===== src/rtl/coh_pkg.sv =====
package coh_pkg;

    localparam int CORES_DEF  = 4;
    localparam int ADDR_W_DEF = 6;
    localparam int DATA_W_DEF = 32;
    localparam int LINES_DEF  = 8;

    typedef enum logic [1:0] {
        POL_OFF = 2'b00,
        POL_INV = 2'b01,
        POL_UPD = 2'b10
    } policy_e;

    function automatic policy_e decode_policy(input logic [1:0] m);
        policy_e p;
        if (m[1])      p = POL_UPD;
        else if (m[0]) p = POL_INV;
        else           p = POL_OFF;
        return p;
    endfunction

endpackage


===== src/rtl/coh_rr_arb.sv =====
module coh_rr_arb #(
    parameter int N  = 4,
    localparam int IW = $clog2(N)
) (
    input  logic          clk,
    input  logic          rst,
    input  logic [N-1:0]  req,
    output logic [N-1:0]  gnt,
    output logic [IW-1:0] gnt_idx
);

    logic [IW-1:0] last_q;
    logic [IW-1:0] cand;
    logic          found;

    always_comb begin
        gnt     = '0;
        gnt_idx = '0;
        found   = 1'b0;
        cand    = '0;
        for (int k = 1; k <= N; k++) begin
            cand = IW'((int'(last_q) + k) % N);
            if (!found && req[cand]) begin
                found        = 1'b1;
                gnt[cand]    = 1'b1;
                gnt_idx      = cand;
            end
        end
    end

    always_ff @(posedge clk) begin
        if (rst)        last_q <= IW'(N - 1);
        else if (found) last_q <= gnt_idx;
    end


    grant_onehot_chk: assert property (@(posedge clk) disable iff (rst)
        $onehot0(gnt));


    grant_needs_req_chk: assert property (@(posedge clk) disable iff (rst)
        (gnt & ~req) == '0);

    generate
        for (genvar i = 0; i < N; i++) begin : g_wait
            logic [IW:0] wait_q;
            always_ff @(posedge clk) begin
                if (rst || !req[i] || gnt[i]) wait_q <= '0;
                else if (|gnt)                wait_q <= wait_q + 1'b1;
            end

            rr_bound_chk: assert property (@(posedge clk) disable iff (rst)
                int'(wait_q) < N);
        end
    endgenerate

endmodule


===== src/rtl/coh_cache.sv =====
module coh_cache import coh_pkg::*; #(
    parameter int AW    = ADDR_W_DEF,
    parameter int DW    = DATA_W_DEF,
    parameter int LINES = LINES_DEF,
    localparam int IDXW = $clog2(LINES),
    localparam int TAGW = AW - IDXW
) (
    input  logic          clk,
    input  logic          rst,
    input  policy_e       policy,
    input  logic          req_valid,
    input  logic          req_write,
    input  logic [AW-1:0] req_addr,
    input  logic [DW-1:0] req_wdata,
    input  logic          gnt,
    input  logic          bus_valid,
    input  logic          bus_write,
    input  logic [AW-1:0] bus_addr,
    input  logic [DW-1:0] bus_wdata,
    input  logic [DW-1:0] mem_rdata,
    output logic          need_bus,
    output logic          snoop_hit,
    output logic          req_ready,
    output logic          rsp_valid,
    output logic [DW-1:0] rsp_data
);

    typedef struct packed {
        logic            valid;
        logic [TAGW-1:0] tag;
        logic [DW-1:0]   data;
    } line_t;

    line_t lines [LINES];

    logic [IDXW-1:0] r_idx, b_idx;
    logic [TAGW-1:0] r_tag, b_tag;
    logic            r_hit;
    logic            snoop_write;

    assign r_idx = req_addr[IDXW-1:0];
    assign r_tag = req_addr[AW-1:IDXW];
    assign b_idx = bus_addr[IDXW-1:0];
    assign b_tag = bus_addr[AW-1:IDXW];

    assign r_hit     = lines[r_idx].valid && (lines[r_idx].tag == r_tag);
    assign snoop_hit = lines[b_idx].valid && (lines[b_idx].tag == b_tag);

    assign need_bus  = req_valid && (req_write || !r_hit);
    assign req_ready = req_valid && ((!req_write && r_hit) || gnt);

    assign snoop_write = bus_valid && bus_write && !gnt && snoop_hit;

    always_ff @(posedge clk) begin
        if (rst) begin
            rsp_valid <= 1'b0;
            rsp_data  <= '0;
            for (int i = 0; i < LINES; i++) lines[i].valid <= 1'b0;
        end else begin
            rsp_valid <= req_ready && !req_write;
            if (req_ready && !req_write)
                rsp_data <= r_hit ? lines[r_idx].data : mem_rdata;
            if (gnt) begin
                lines[r_idx].valid <= 1'b1;
                lines[r_idx].tag   <= r_tag;
                lines[r_idx].data  <= req_write ? req_wdata : mem_rdata;
            end else if (snoop_write) begin
                case (policy)
                    POL_INV: lines[b_idx].valid <= 1'b0;
                    POL_UPD: lines[b_idx].data  <= bus_wdata;
                    default: ;
                endcase
            end
        end
    end


    hit_no_bus_chk: assert property (@(posedge clk) disable iff (rst)
        (req_valid && !req_write && r_hit) |-> !gnt);


    inv_drops_copy_chk: assert property (@(posedge clk) disable iff (rst)
        (snoop_write && policy == POL_INV) |=> !lines[$past(b_idx)].valid);


    upd_copies_word_chk: assert property (@(posedge clk) disable iff (rst)
        (snoop_write && policy == POL_UPD) |=>
            (lines[$past(b_idx)].valid && lines[$past(b_idx)].data == $past(bus_wdata)));


    off_keeps_copy_chk: assert property (@(posedge clk) disable iff (rst)
        (snoop_write && policy == POL_OFF) |=>
            (lines[$past(b_idx)].valid && lines[$past(b_idx)].data == $past(lines[b_idx].data)));


    own_store_fill_chk: assert property (@(posedge clk) disable iff (rst)
        (gnt && req_valid && req_write) |=>
            (lines[$past(r_idx)].valid && lines[$past(r_idx)].data == $past(req_wdata)));

endmodule


===== src/rtl/coh_fabric.sv =====
module coh_fabric import coh_pkg::*; #(
    parameter int NUM_CORES = CORES_DEF,
    parameter int ADDR_W    = ADDR_W_DEF,
    parameter int DATA_W    = DATA_W_DEF,
    parameter int LINES     = LINES_DEF,
    localparam int OWN_W    = $clog2(NUM_CORES)
) (
    input  logic                             clk,
    input  logic                             rst,
    input  logic [1:0]                       mode,
    input  logic [NUM_CORES-1:0]             core_valid,
    input  logic [NUM_CORES-1:0]             core_write,
    input  logic [NUM_CORES-1:0][ADDR_W-1:0] core_addr,
    input  logic [NUM_CORES-1:0][DATA_W-1:0] core_wdata,
    output logic [NUM_CORES-1:0]             core_ready,
    output logic [NUM_CORES-1:0]             core_rvalid,
    output logic [NUM_CORES-1:0][DATA_W-1:0] core_rdata,
    output logic                             mem_we,
    output logic [ADDR_W-1:0]                mem_addr,
    output logic [DATA_W-1:0]                mem_wdata,
    input  logic [DATA_W-1:0]                mem_rdata,
    output logic                             bus_busy,
    output logic [OWN_W-1:0]                 bus_owner,
    output logic                             bus_bcast
);

    policy_e                policy;
    logic [NUM_CORES-1:0]   need, gnt, snoop_hit;
    logic [OWN_W-1:0]       gnt_idx;
    logic                   bus_write;
    logic [ADDR_W-1:0]      bus_addr;
    logic [DATA_W-1:0]      bus_wdata;
    logic                   others_hold;

    assign policy = decode_policy(mode);

    coh_rr_arb #(.N(NUM_CORES)) u_arb (
        .clk     (clk),
        .rst     (rst),
        .req     (need),
        .gnt     (gnt),
        .gnt_idx (gnt_idx)
    );

    assign bus_busy    = |gnt;
    assign bus_owner   = gnt_idx;
    assign bus_write   = bus_busy && core_write[gnt_idx];
    assign bus_addr    = core_addr[gnt_idx];
    assign bus_wdata   = core_wdata[gnt_idx];
    assign others_hold = |(snoop_hit & ~gnt);

    assign bus_bcast = bus_write &&
                       ((policy == POL_UPD) || (policy == POL_INV && others_hold));

    assign mem_we    = bus_write;
    assign mem_addr  = bus_addr;
    assign mem_wdata = bus_wdata;

    generate
        for (genvar c = 0; c < NUM_CORES; c++) begin : g_core
            coh_cache #(.AW(ADDR_W), .DW(DATA_W), .LINES(LINES)) u_cache (
                .clk       (clk),
                .rst       (rst),
                .policy    (policy),
                .req_valid (core_valid[c]),
                .req_write (core_write[c]),
                .req_addr  (core_addr[c]),
                .req_wdata (core_wdata[c]),
                .gnt       (gnt[c]),
                .bus_valid (bus_busy),
                .bus_write (bus_write),
                .bus_addr  (bus_addr),
                .bus_wdata (bus_wdata),
                .mem_rdata (mem_rdata),
                .need_bus  (need[c]),
                .snoop_hit (snoop_hit[c]),
                .req_ready (core_ready[c]),
                .rsp_valid (core_rvalid[c]),
                .rsp_data  (core_rdata[c])
            );


            store_reaches_mem_chk: assert property (@(posedge clk) disable iff (rst)
                (core_valid[c] && core_write[c] && core_ready[c]) |->
                    (mem_we && mem_addr == core_addr[c] && mem_wdata == core_wdata[c]));


            rsp_follows_read_chk: assert property (@(posedge clk) disable iff (rst)
                core_rvalid[c] |-> $past(core_valid[c] && core_ready[c] && !core_write[c]));
        end
    endgenerate


    no_bcast_when_off_chk: assert property (@(posedge clk) disable iff (rst)
        (mode == 2'b00) |-> !bus_bcast);


    bcast_only_on_store_chk: assert property (@(posedge clk) disable iff (rst)
        bus_bcast |-> mem_we);

endmodule


===== config.mk =====
export PLATFORM = sky130hd
export DESIGN_NAME = coh_fabric
export DESIGN_NICKNAME = d
export VERILOG_FILES = /design/src/rtl/coh_pkg.sv /design/src/rtl/coh_rr_arb.sv /design/src/rtl/coh_cache.sv /design/src/rtl/coh_fabric.sv
export SDC_FILE = /design/constraint.sdc
export NUM_CORES = 2
export LEC_CHECK = 0
export CORE_MARGIN = 1.5
export CORE_UTILIZATION = 25
export CTS_CLUSTER_SIZE = 10
export DETAILED_ROUTE_END_ITERATION = 8
export DONT_BUFFER_PORTS = 1
export GPL_TIMING_DRIVEN = 0
export PLACE_DENSITY = 0.38
export SLEW_MARGIN = 25
export SYNTH_ARGS = -nofsm -noshare
export SYNTH_HDL_FRONTEND = slang
export SYNTH_SLANG_ARGS = --single-unit

===== constraint.sdc =====
create_clock -name clk -period 6.6 [get_ports clk]
set_clock_uncertainty 0.1 [all_clocks]
set_input_delay 0.66 -clock clk [delete_from_list [all_inputs] [get_ports clk]]
set_output_delay 0.66 -clock clk [all_outputs]
set_load 0.02 [all_outputs]

# [Yosys cells after proc, flatten, opt, wreduce, memory -nomap -nowiden]
# Memory sizes are Yosys's and may differ from the RTL's.
# Index checks and enable logic that the tools add are counted.
[word_totals] regBits=134 ram_bits=1152 out_inout_bits=179 word_cells=234 memories=4
[mem_list] name="g_core[0].u_cache.lines" depth=8 word_bits=36 read_ports=2 rd_clocked_by_memory_dff=0 wr=8 line_no="coh_cache.sv:34" rtl="line_t lines [LINES];"
[mem_list] name="g_core[1].u_cache.lines" depth=8 word_bits=36 read_ports=2 rd_clocked_by_memory_dff=0 wr=8 line_no="coh_cache.sv:34"
[mem_list] name="g_core[2].u_cache.lines" depth=8 word_bits=36 read_ports=2 rd_clocked_by_memory_dff=0 wr=8 line_no="coh_cache.sv:34"
[mem_list] name="g_core[3].u_cache.lines" depth=8 word_bits=36 read_ports=2 rd_clocked_by_memory_dff=0 wr=8 line_no="coh_cache.sv:34"
[classes] addsub=4 magnitude_cmp=9 eq_ne=10 mux=116 n_bitwise=5 n_reduce_logical=77
[op_table] operator="$mux W32" count=9
[op_table] operator="$mux W36" count=8
[op_table] operator="$reduce_or A36 Y1" count=8
[op_table] operator="$bmux W32 S2" count=1
[op_table] operator="$mux W1" count=62
[op_table] operator="$logic_and A1 B1 Y1" count=43
[op_table] operator="$mux W3" count=12
[op_table] operator="$eq A3 B3 Y1" count=8
[op_table] operator="$mux W2" count=9
[op_table] operator="$mux W4" count=4
[op_table] operator="$logic_not A1 Y1" count=15
[op_table] operator="$lt A2 B3 Y1 const B" count=5
[op_table] operator="$bmux W6 S2" count=1
[op_table] operator="$or A4 B4 Y4" count=3
[op_table] operator="$bmux W1 S2" count=5
[op_table] operator="$logic_or A1 B1 Y1" count=9
[op_table] operator="$demux W1 S2" count=4
[op_table] operator="$ge A2 B1 Y1 const B" count=4
[op_table] operator="$reduce_or A4 Y1" count=2
[op_table] operator="$mux W6" count=1
[op_table] operator="$add A2 B1 Y2 const B" count=2
[op_table] operator="$add A2 B2 Y2 const B" count=2
[op_table] operator="$and A4 B4 Y4" count=1
[op_table] operator="$not A4 Y4" count=1
[op_table] operator="other kinds (2)" count=2

# [Longest topological paths before layout]
# An unclocked memory read counts as a cell.
[depth] word_depth=30 mapped_depth=24 depth_no_buf=18

# [By module]
# From an unflattened synthesis, not the netlist that was laid out.
[unflattened] hier_cells=3315 area_unflattened_um2=56625.6
[modules_own_cells] module="coh_cache (g_core[1].u_cache ...)" n_inst=3 cells_per_inst=794 area_per_inst_um2=13745.7 seq_area_each_um2=9308.9
[modules_own_cells] module="coh_cache (g_core[0].u_cache)" n_inst=1 cells_per_inst=793 area_per_inst_um2=13741.9 seq_area_each_um2=9308.9
[modules_own_cells] module="coh_fabric" n_inst=1 cells_per_inst=56 area_per_inst_um2=1022.2 seq_area_each_um2=0.0
[modules_own_cells] module="coh_rr_arb" n_inst=1 cells_per_inst=84 area_per_inst_um2=624.3 seq_area_each_um2=40.0

# [Worst setup path before layout]
# Ideal clock, no wire load.
[synth_timing] path_kind="input to register" start="input core_addr[6] (netlist name)" end="memory g_core[0].u_cache.lines[1][0] (netlist name), enable pin" setup_ps=421 arrival_ps=6364 required_time_ps=6079 slack_ps=-285 path_stages=20 path_buffers=3 cell_sequence="buf_2 > buf_6 > mux2_2 > o22ai_1 > nor3_1 > nor4b_1 > nand2_1 > nand2_1 > nor3_1 > o311a_1 > a222oi_1 > nand2_1 > or4_1 > and3_1 > nor2b_1 > o21ai_2 > or4_4 > buf_6 > mux2_4 > nor2_1"
[synth_rtl] item="from (decl)" line_no="coh_fabric.sv:13" rtl="input logic [NUM_CORES-1:0][ADDR_W-1:0] core_addr,"
[synth_rtl] item="to (decl)" line_no="coh_cache.sv:34"

==> results_dict.tcl <==
set metrics [dict create \
    synthCells 3757 \
    cts_buffer_depth 3 \
    tightestPinTransition_ns 1.14 \
    cpMostUsedCell "buf_4" \
    synth.distinct_cells 85 \
    fill_cells 22500 \
    drive_above_1_share 0.247 \
    synthFlopType "edfxtp_1" \
    startpoint "g_core[2].u_cache.lines[5][32]$_DFFE_PP_" \
    synth-seq-area-share 0.657 \
    syn_avg_cell_area_um2 15.1 \
    crit_chain "mux2_1 > o22ai_2 > nor3_1 > nand4b_1 > o31ai_4 > buf_4 > buf_4 > a2111oi_4 > buf_4 > a211o_2 > nor2_4 > buf_4 > clkbuf_1 > mux2_2 > o21ai_2 > inv_1" \
    seq_area_um2 37300 \
    antenna_found_initial 69 \
    gp_congestion 0.864 \
    htree_levels 4 \
    synth_edf_count 1152 \
    hold_path_class "primary input to register" \
    place_inst 6830 \
    syn-num-nets 3961 \
    hpwl_mm 186 \
    dr_total_vias 36700 \
    grt_remaining_overflow 0 \
    grt_pass1_wl_mm 333 \
    rows 174 \
    initialDrtViolationCount 3711 \
    grt_pass1_vias 35900 \
    drc_errors 0 \
    period_needed_ns 6.55 \
    cp_slowest_cell "clkbuf_1" \
    finalSetupTns_ns 0 \
    dp_slack_ns -2.18 \
    cp.arrival_ns 5.79 \
    synth.most_common_cell "edfxtp_1" \
    clkSinkCount 1286 \
    clock_latency_ns 0.82 \
    utilization 0.308 \
    die_x_um 479 \
    final_cells 7304 \
    syn_area_um2 56700 \
    synth.area.top_cells "edfxtp_1 61%, mux4_2 11%, dfxtp_1 4.7%, mux2i_1 4.4%, nand2_1 2.5%" \
    die_area_um2 230000 \
    crit_type "register to primary output" \
    finalCritPeriodShare 0.993 \
    hold_depth 2 \
    netlist.top_cell.by_area "edfxtp_1" \
    die_y_um 479 \
    area_growth_pct 22.3 \
    cts_tree "yes" \
    yosysTopAreaCellShare 0.610 \
    power_density_nw_per_um2 339 \
    nNetsFinal 4305 \
    rsz0062_at_grt "yes" \
    start_kind "register" \
    irDropWorstVdd_mv 0.392 \
    status "finished, final reports clean" \
    dr.pass1.iters 5 \
    slew_headroom 0.229 \
    r2r_end "g_core[0].u_cache.lines[3][12]$_DFFE_PP_" \
    hold_violations 0 \
    ant_nets 0 \
    required_ns 5.84 \
    cts_root_buffer "clkbuf_16" \
    setup_ws_ns 0.0485 \
    grt_max_degree 18 \
    async_reset_ff_frac 0 \
    slew_violations 0 \
    initial_core_util 0.252 \
    cp-end-kind "primary output" \
    cpPeakStageDelay_ns 0.77 \
    max_freq_mhz 153 \
    multi_input_area_um2 19000 \
    cts_made_buffers 157 \
    track_usage 0.215 \
    p_leak_nw 22.4 \
    io_buffers 0 \
    min_from "mem_rdata[23]" \
    wl_mm 251 \
    synth_common_cells "1152 x edfxtp_1, 375 x nand2_1, 265 x mux4_2, 248 x mux2i_1, 237 x a21oi_1" \
    r2r_cells 20 \
    path_clk_slew_ns 0.06 \
    yosys_warnings 0 \
    r2r_start "g_core[2].u_cache.lines[4][35]$_SDFFCE_PN0P_" \
    wl_per_cell_um 34.4 \
    fp.coreArea_um2 225000 \
    rrSetupSlack_ns 0.15 \
    setup_viol 0 \
    critPathMaxFanout 10 \
    vias_per_cell 5.02 \
    cap_violations 0 \
    ys_ff_latch 1286 \
    num_io_pins 375 \
    whs_endpoint "g_core[1].u_cache.rsp_data[23]$_SDFFE_PP0P_" \
]
## registers in the layout, indices dropped and copies added, names as in the netlist
register,cells
g_core.u_cache.rsp_data,128
u_arb.last_q,2
g_core.u_cache.lines,1152
g_core.u_cache.rsp_valid,4
## layout make-up
class | count | share of cell area
Tap cell | 2992 | 0.0540
Clock buffer | 241 | 0.0632
Multi-Input combinational cell | 2147 | 0.275
Buffer | 273 | 0.0195
Inverter | 52 | 0.00301
Timing Repair Buffer | 184 | 0.0379
Sequential cell | 1286 | 0.537
Clock inverter | 34 | 0.00698
Antenna cell | 95 | 0.00343
## timing repair
item / in CTS / in global routing
resized for setup: 93 / 86
hold buffers: 22 / 0
hold endpoints to repair: 34 / 0
buffers inserted: 29 / 51
cloned: 1 / 2
pin swaps: 14 / 26
setup endpoints to repair: 2336 / 1933
## stage by stage
stage,hold slack [ns],total power (W),instance area [µm²]
final,0.0563,0.0235,69400
after global routing,0.0318,0.0243,69300
after detailed placement,0.453,0.0147,62600
after floorplan,0.434,0.0124,56800
after CTS,0.000258,0.0235,68300
after global placement,0.450,0.0145,60500
## cell usage in the layout, fill, tap and decap left out, types with 27 or more instances in the layout
cell type and count:
clkbuf_16 159, nand2_1 372, nor2b_1 114, inv_1 47, o21ai_2 47, nand3_1 31, mux4_2 265, buf_12 35
buf_4 100, diode_2 95, o211ai_1 69, clkbuf_1 210, a21oi_2 27, a21oi_1 210, buf_16 34, clkbuf_2 27
mux2i_1 238, o21ai_0 53, edfxtp_1 1152, a211oi_1 129, buf_2 43, nor2_1 158, mux2_2 103, dfxtp_1 133
nor2_4 36
## logic make-up after synthesis
group                    synth area share
flip-flops                          0.657
AND/OR/NAND/NOR                    0.0639
AO/OA/AOI/OAI                      0.0787
multiplexers                        0.171
buffers and inverters              0.0250
XOR/XNOR                          0.00216
adder cells (fa/ha/maj)           0.00176
## critical path, delay by kind of cell, from the launching register on
kind | cells | cell delay [ns]
compound gates | 5 | 1.47
simple gates | 3 | 0.51
mux | 2 | 0.83
flops | 1 | 0.39
buf+inv | 6 | 1.73
## metal layers
metal	GRT usage	wire (µm)
met3	0.0464	17200
met5	0	56
met4	0.121	13900
met2	0.340	118000
met1	0.271	102000
## worst max path at each step
stage	to	slack, ns
2_1_floorplan	g_core[0].u_cache.lines[1][0]$_DFFE_PP_	0.25
5_1_grt	mem_wdata[15]	-0.04
3_3_place_gp	g_core[0].u_cache.lines[2][25]$_DFFE_PP_	-3.81
3_5_place_dp	g_core[0].u_cache.lines[3][25]$_DFFE_PP_	-2.18
6_report	mem_wdata[10]	0.05
4_1_cts	bus_bcast	-0.03
## power breakdown
group          internal [W]  switching (W)
clock               0.00480        0.00357
combinational       0.00167        0.00391
sequential          0.00940       0.000195
No activity file was read; power rests on OpenSTA's default activity.
